**config.mk**
```make
export PLATFORM = sky130hd
export DESIGN_NAME = cursor_arm_top
export DESIGN_NICKNAME = d
export VERILOG_FILES = /design/src/rtl/cursor_arm_pkg.sv /design/src/rtl/cursor_arm_ctrl.sv /design/src/rtl/cursor_arm_dp.sv /design/src/rtl/cursor_arm_top.sv
export SDC_FILE = /design/constraint.sdc
export NUM_CORES = 1
export LEC_CHECK = 0
export ABC_AREA = 1
export BUFFER_PORTS_ARGS = -buffer_cell sky130_fd_sc_hd__buf_4
export CAP_MARGIN = 20
export CORE_AREA = 2 2 132 134
export CTS_CLUSTER_DIAMETER = 150
export CTS_CLUSTER_SIZE = 14
export DETAILED_ROUTE_END_ITERATION = 6
export DIE_AREA = 0 0 134 136
export HOLD_SLACK_MARGIN = 0.12
export SYNTH_ARGS = -nofsm -noshare
export SYNTH_HDL_FRONTEND = slang
export SYNTH_SLANG_ARGS = --single-unit
export TNS_END_PERCENT = 5
```
**constraint.sdc**
```tcl
create_clock -name clk -period 1.2 [get_ports clk]
set_clock_uncertainty 0.2 [all_clocks]
set_input_delay 0.06 -clock clk [delete_from_list [all_inputs] [get_ports clk]]
set_output_delay 0.06 -clock clk [all_outputs]
set_load 0.02 [all_outputs]
```
**src/rtl/cursor_arm_pkg.sv**
```systemverilog
package cursor_arm_pkg;
  localparam logic [2:0] ADR_CTRL = 3'd0;
  localparam logic [2:0] ADR_POS  = 3'd1;
  localparam logic [2:0] ADR_BASE = 3'd2;
  localparam logic [2:0] ADR_HGT  = 3'd3;
  localparam logic [2:0] ADR_STAT = 3'd4;

  typedef struct packed {
    logic ldCtrl;
    logic ldPos;
    logic ldBase;
    logic ldHgt;
    logic apply;
  } strobes_t;
endpackage

```
**src/rtl/cursor_arm_ctrl.sv**
```systemverilog
module cursor_arm_ctrl
  import cursor_arm_pkg::*;
(
  input  logic       clk,
  input  logic       rstN,
  input  logic       wrEn,
  input  logic [2:0] wrAddr,
  input  logic       wrEnableBit,
  input  logic       activeEnable,
  input  logic       vblank,
  output strobes_t   stb,
  output logic       armed
);
  logic armedQ;
  logic regWrite;
  logic armingWrite;

  always_comb begin
    stb = '0;
    if (wrEn) begin
      unique case (wrAddr)
        ADR_CTRL: stb.ldCtrl = 1'b1;
        ADR_POS:  stb.ldPos  = 1'b1;
        ADR_BASE: stb.ldBase = 1'b1;
        ADR_HGT:  stb.ldHgt  = 1'b1;
        default:  ;
      endcase
    end
    stb.apply = vblank && armedQ;
  end

  // arming writes; R5: other register writes disarm
  assign regWrite    = stb.ldCtrl || stb.ldPos || stb.ldBase || stb.ldHgt;
  assign armingWrite = stb.ldBase || (stb.ldCtrl && wrEnableBit && !activeEnable);

  always_ff @(posedge clk) begin
    if (!rstN) begin
      armedQ <= 1'b0;
    end else if (armingWrite) begin
      armedQ <= 1'b1;
    end else if (regWrite || stb.apply) begin
      armedQ <= 1'b0;
    end
  end

  assign armed = armedQ;
endmodule

```
**src/rtl/cursor_arm_dp.sv**
```systemverilog
module cursor_arm_dp
  import cursor_arm_pkg::*;
#(
  parameter int DATA_W = 32,
  parameter int CTRL_W = 8,
  parameter int BASE_W = 32,
  parameter int MAG_W  = 12,
  parameter int HGT_W  = 10
) (
  input  logic                     clk,
  input  logic                     rstN,
  input  strobes_t                 stb,
  input  logic [DATA_W-1:0]        wrData,
  input  logic [2:0]               rdAddr,
  input  logic                     armed,
  output logic [DATA_W-1:0]        rdData,
  output logic [CTRL_W-1:0]        curCtrl,
  output logic                     curEnable,
  output logic [BASE_W-1:0]        curBase,
  output logic signed [MAG_W:0]    curPosX,
  output logic signed [MAG_W:0]    curPosY,
  output logic                     curHeightEn,
  output logic [HGT_W:0]           curHeightLines
);
  localparam int AX_W  = MAG_W + 1;
  localparam int POS_W = 2 * AX_W;
  localparam int HOV_W = HGT_W + 1;

  logic [CTRL_W-1:0] pendCtrl, actCtrl;
  logic [POS_W-1:0]  pendPos,  actPos;
  logic [BASE_W-1:0] pendBase, actBase;
  logic [HOV_W-1:0]  pendHgt,  actHgt;

  always_ff @(posedge clk) begin
    if (!rstN) begin
      pendCtrl <= '0;
      pendPos  <= '0;
      pendBase <= '0;
      pendHgt  <= '0;
    end else begin
      if (stb.ldCtrl) pendCtrl <= wrData[CTRL_W-1:0];
      if (stb.ldPos)  pendPos  <= wrData[POS_W-1:0];
      if (stb.ldBase) pendBase <= wrData[BASE_W-1:0];
      if (stb.ldHgt)  pendHgt  <= wrData[HOV_W-1:0];
    end
  end

  // snapshot takes staging values as they stood before this cycle's write
  always_ff @(posedge clk) begin
    if (!rstN) begin
      actCtrl <= '0;
      actPos  <= '0;
      actBase <= '0;
      actHgt  <= '0;
    end else if (stb.apply) begin
      actCtrl <= pendCtrl;
      actPos  <= pendPos;
      actBase <= pendBase;
      actHgt  <= pendHgt;
    end
  end

  // per-axis sign-magnitude to two's complement
  logic signed [MAG_W:0] axisVal [2];
  for (genvar ax = 0; ax < 2; ax++) begin : g_axis
    logic [MAG_W-1:0] mag;
    logic             neg;
    assign mag = actPos[ax*AX_W +: MAG_W];
    assign neg = actPos[ax*AX_W + MAG_W];
    assign axisVal[ax] = neg ? -$signed({1'b0, mag}) : $signed({1'b0, mag});
  end

  assign curPosX        = axisVal[0];
  assign curPosY        = axisVal[1];
  assign curCtrl        = actCtrl;
  assign curEnable      = actCtrl[0];
  assign curBase        = actBase;
  assign curHeightEn    = actHgt[HGT_W];
  assign curHeightLines = {1'b0, actHgt[HGT_W-1:0]} + 1'b1;

  // readback of staging set and armed flag
  always_comb begin
    rdData = '0;
    unique case (rdAddr)
      ADR_CTRL: rdData[CTRL_W-1:0] = pendCtrl;
      ADR_POS:  rdData[POS_W-1:0]  = pendPos;
      ADR_BASE: rdData[BASE_W-1:0] = pendBase;
      ADR_HGT:  rdData[HOV_W-1:0]  = pendHgt;
      ADR_STAT: rdData[0]          = armed;
      default:  ;
    endcase
  end
endmodule

```
**src/rtl/cursor_arm_top.sv**
```systemverilog
module cursor_arm_top
  import cursor_arm_pkg::*;
#(
  parameter int DATA_W = 32,
  parameter int CTRL_W = 8,
  parameter int BASE_W = 32,
  parameter int MAG_W  = 12,
  parameter int HGT_W  = 10
) (
  input  logic                  clk,
  input  logic                  rstN,
  input  logic                  wrEn,
  input  logic [2:0]            wrAddr,
  input  logic [DATA_W-1:0]     wrData,
  input  logic [2:0]            rdAddr,
  output logic [DATA_W-1:0]     rdData,
  input  logic                  vblank,
  output logic [CTRL_W-1:0]     curCtrl,
  output logic                  curEnable,
  output logic [BASE_W-1:0]     curBase,
  output logic signed [MAG_W:0] curPosX,
  output logic signed [MAG_W:0] curPosY,
  output logic                  curHeightEn,
  output logic [HGT_W:0]        curHeightLines,
  output logic                  armed
);
  strobes_t stb;

  cursor_arm_ctrl u_ctrl (
    .clk          (clk),
    .rstN         (rstN),
    .wrEn         (wrEn),
    .wrAddr       (wrAddr),
    .wrEnableBit  (wrData[0]),
    .activeEnable (curEnable),
    .vblank       (vblank),
    .stb          (stb),
    .armed        (armed)
  );

  cursor_arm_dp #(
    .DATA_W (DATA_W),
    .CTRL_W (CTRL_W),
    .BASE_W (BASE_W),
    .MAG_W  (MAG_W),
    .HGT_W  (HGT_W)
  ) u_dp (
    .clk            (clk),
    .rstN           (rstN),
    .stb            (stb),
    .wrData         (wrData),
    .rdAddr         (rdAddr),
    .armed          (armed),
    .rdData         (rdData),
    .curCtrl        (curCtrl),
    .curEnable      (curEnable),
    .curBase        (curBase),
    .curPosX        (curPosX),
    .curPosY        (curPosY),
    .curHeightEn    (curHeightEn),
    .curHeightLines (curHeightLines)
  );
endmodule

```
Word-level counts from Yosys, hierarchy flattened --
Index checks and enable logic that the tools add are counted.
Storage, ports and cells: flip-flop bits (word level) 155, output and inout port bits 112, bits of input ports 42
Operators by class: multiplexer cells 14, equality and inequality tests 7, add/sub/neg operators 3, reductions and logical operators 12
Operators by type and width (count):
- one-hot mux 15 bit (2 select lines) | 1
- one-hot mux 7 bit (4 select lines) | 1
- 2-to-1 mux 13 bit | 2
- negation 12 -> 13 bit | 2
- equality test 3 x 2 -> 1 bit, second input constant | 4
- adder 10 x 1 -> 11 bit, second input constant | 1
- one-hot mux 3 bit (3 select lines) | 1
- equality test 3 x 1 -> 1 bit, second input constant | 2
- logical NOT 3 bit | 2
- 2-to-1 mux 1 bit | 6
- 2-to-1 mux 6 bit | 1
- logical OR 1 bit | 5
- one-hot mux 1 bit (5 select lines) | 1
- 2-to-1 mux 4 bit | 1
- equality test 3 bit, second input constant | 1
- logical AND 1 bit | 3
- nonzero test 2 bit | 1
- logical NOT 1 bit | 1

Depth between registers and ports, before layout --
depth in word-level cells 9, depth in mapped cells 8, mapped depth without buffers 8

Modules after synthesis --
Synthesis repeated with hierarchy kept, for this count alone.
Unflattened totals: cells, all modules 953, area total of the unflattened synthesis 6611.3 sq um
By module, submodules not included:
- cursor_arm_dp | area each 6481.2 sq um, cells each 926, times used 1
- cursor_arm_ctrl | area each 130.1 sq um, cells each 27, times used 1

Worst setup path after synthesis --
OpenSTA, ideal clock, no wires.
path type register -> output, start register u_dp.actHgt[0], end output curHeightLines[10], buffers on the path 0, data required time 0.940 ns, arrival 1.322 ns, cell stages (with the launch flop) 8, path slack -0.382 ns, cell sequence dfxtp_1 -> ha_1 -> nand2_1 -> inv_1 -> nand2_1 -> nor2_1 -> nand2_1 -> nor3_1
Between the ends: cells in the longest elaborated chain, start to end 1
Ends and longest elaborated chain:
- from (decl) | RTL line cursor_arm_dp.sv:32 | logic [HOV_W-1:0] pendHgt, actHgt;
- from (signal assigned) | RTL line cursor_arm_dp.sv:59 | actHgt <= pendHgt;
- adder 10 x 1 -> 11 bit | RTL line cursor_arm_dp.sv:79 | assign curHeightLines = {1'b0, actHgt[HGT_W-1:0]} + 1'b1;
- to (decl) | RTL line cursor_arm_top.sv:24 | output logic [HGT_W:0] curHeightLines,
Every way passes these cells.

Final worst setup path --
start register u_dp.actHgt[0], end output curHeightLines[2]
The elaborated chain is that of the path after synthesis.

==> flow_summary_export.csv <==
group,metric,value,unit
placement,hpwlAfterDp,14600,um
critical_path,cp_max_fo,2,
cts,cts_max_level,4,
critical_path,reg2reg_slack,-0.08,ns
placement,pre_cts_slack,-0.346,ns
yosys,synth_nets,927,
critical_path,start_kind,"register",
critical_path,cp_common_cell,"buf_4",
layout,nets,1192,
cts,clockBufferDepth,2,
floorplanning,rows,48,
cts,cts.sinks,155,
sta,whs,-0.111,ns
layout,multi_input_area,3300,sq um
cts,cts-root-buf,"clkbuf_16",
sta,fin_setup_tns,-24.99,ns
critical_path,rr_endpoint,"u_dp.actHgt[9]",
layout,n_fill_cell,1510,
layout,stdcell_count,1384,
layout,mostFrequentLayoutCells,"buf_4, nor2_1, dfxtp_1",
hold_path,min_delay_path_depth,4,
floorplanning,die_y,136,um
detailed_routing,wirelength,20100,um
detailed_routing,vias_per_cell,4.81,
sta,max_freq,528,MHz
layout,final_common_cell,"buf_4",
critical_path,cp.required,0.94,ns
sta,hold_viol,96,
critical_path,r2r_start,"u_ctrl.armed",
layout,diodes,0,
floorplanning,core_region_area,16900,sq um
floorplanning,die_w,134,um
floorplanning,ios,154,
power,leakage,4.52,nW
layout,final_util,61.2,%
sta,post-route-period-util,158,%
power,p_total,12.1,mW
detailed_routing,routedWlPerCell,14.5,um
yosys,synth_cell_types,31,
yosys,synth_edf_count,0,
yosys,synth_warnings,0,
power,p_int,9.07,mW
yosys,ys.flop_type,"dfxtp_1",
layout,area_growth,57.0,%
critical_path,path_class,"reg2out",
yosys,seq_area_frac_synth,47.2,%
detailed_routing,drc_errors,0,
power,p_clk_share,41.7,%
sta,post-route-min-period,1.89,ns
detailed_routing,drtIter0Drc,334,
power,pwr-share-seq,45.2,%
placement,place_congestion,0.856,
detailed_routing,ant_nets,0,
sta,rsz0062_at_grt,"true",
sta,maxSlewHeadroom,80.1,%
power,ir_drop,0.000993,V
global_routing,grt_pass1_vias,6196,
cts,clk_pin_slew,0.06,ns
floorplanning,die_area,18200,sq um
critical_path,path_cells,"ha_4, nand2_4, inv_4, buf_4, buf_4, buf_4, nor2_2, buf_4",
placement,portBuffers,153,
layout,layout-drive-gt1-share,41.4,%
yosys,synth_area,6580,sq um
floorplanning,initial_utilization,39.0,%
global_routing,track_usage,21.8,%
global_routing,grt-ovfl-total,0,
status,status,"finished with violations",
critical_path,slowest_stage,"dfxtp_4",
layout,design_area,10300,sq um
detailed_routing,via_count,6663,
sta,setup_ws,-0.695,ns
placement,dpl_cell_area,8780,sq um
power,p_comb_share,13.1,%
cts,cts_made_buffers,17,
global_routing,grt_max_degree,57,
hold_path,hold_path.class,"in2reg",
critical_path,crit_arrival,1.63,ns
placement,place_inst,1308,
sta,finalMaxSlewViolations,0,
power,power.density,1170,nW/um^2
status,violations,"negative hold slack, negative setup slack",
hold_path,worstHoldStart,"rstN",
hold_path,min_to,"u_dp.curBase[15]",
sta,max_slew.worst_pin.slew,0.296,ns
layout,seqCellArea,3200,sq um
global_routing,antenna_found_initial,0,
yosys,postSynth.asyncResetShare,0,%
sta,setup_viol,113,
yosys,synthCells,882,
power,p_sw,3.00,mW
flow_run,cap_violations,0,
detailed_routing,firstDrtPassIters,7,
global_routing,grt_first_pass_wirelength,31300,um
power,switching_share,24.9,%
critical_path,r2r_cells,4,
cts,insertion_delay,0.42,ns
yosys,avgSynthCellArea,7.46,sq um
critical_path,cp-end-kind,"output pin",
cts,cts_tree,"done",
critical_path,slowest_delay,0.35,ns
yosys,synth-seq-cells,155,
==> layout make-up <==
type                    instances  share of cell area (%)
multi-input cells             605                    32.0
inverters                      66                    2.49
clock buffers                  23                    4.63
repair buffers                302                    26.5
well taps                     225                    2.72
clock inverters                 8                   0.666
flip-flops and latches        155                    31.0
==> per-layer routing <==
metal  track usage (%)  vias to the layer above  wire (um)  part of all wire, %
li1                  -                     3442          -                    -
met1              29.4                     3041       9400                   47
met2              35.0                      155       9590                   48
met3              4.47                       25        812                  4.0
met4              6.97                        0        307                  1.5
met5                 0                        -          0                    0
==> flip-flops by register name (all words and copies together) (netlist names) <==
| signal | count |
|---|---|
| u_ctrl.armed | 1 |
| u_dp.actHgt | 11 |
| u_dp.actPos | 26 |
| u_dp.curBase | 32 |
| u_dp.curCtrl | 8 |
| u_dp.pendBase | 32 |
| u_dp.pendCtrl | 8 |
| u_dp.pendHgt | 11 |
| u_dp.pendPos | 26 |
==> worst max path at each step <==
stage                         end  cells after the start           start  slack, ns
2_1_floorplan  curHeightLines[10]                      7  u_dp.actHgt[1]      -0.23
3_3_place_gp   curHeightLines[10]                      8  u_dp.actHgt[0]      -0.33
3_5_place_dp   curHeightLines[10]                      8  u_dp.actHgt[0]      -0.35
4_1_cts         curHeightLines[6]                      8  u_dp.actHgt[0]      -0.67
5_1_grt         curHeightLines[9]                      8  u_dp.actHgt[0]      -0.78
6_report        curHeightLines[2]                      8  u_dp.actHgt[0]      -0.69
==> cell usage after synthesis, types with 2 or more instances <==
cell type	n	area, sq um
nor2_1	194	728
dfxtp_1	155	3100
o21ai_0	149	746
nand2_1	96	360
a21oi_1	74	370
inv_1	58	218
clkbuf_1	24	90.1
nand3_1	16	80.1
a22o_1	15	131
o21ai_1	14	70.1
xor2_1	13	114
buf_2	11	55.1
buf_4	10	75.1
buf_6	7	78.8
inv_2	7	26.3
nand4_1	6	37.5
o2111ai_1	6	52.6
o211ai_1	4	30.0
clkbuf_2	3	15.0
ha_1	3	37.5
xnor2_1	3	26.3
nand3_4	2	35.0
nor3_1	2	10.0
nor4_1	2	12.5
o21bai_1	2	15.0
==> what timing repair did <==
action                                 CTS  global route
pin swaps                               47            13
setup buffers                            3             2
gates cloned                             0             0
hold buffers                            39             1
endpoints found under the hold margin  155           145
setup endpoints to repair              138           234
resized for setup                      194            97
==> power groups by stage <==
stage	sequential, mW	combinational [mW]	clock [mW]
6_report	5.46	1.58	5.03
3_3_place_gp	5.54	1.36	0
5_1_grt	5.48	1.73	5.32
3_5_place_dp	5.54	1.37	0
2_1_floorplan	5.57	0.678	0
4_1_cts	5.45	1.54	5.09
==> critical path: cells and delay by family, from the launching register on <==
kind	cells	cell delay, ns
buffers and inverters	5	0.55
and+or+nand+nor	2	0.15
adders and majority gates	1	0.16
DFF	1	0.35
==> cell families after synthesis <==
family | synth area share, %
compound gates | 21.5
simple gates | 20.0
buf+inv | 8.63
flops | 47.2
xor+xnor | 2.13
fa+ha+maj | 0.571
Power figures use the tool's default switching activity.
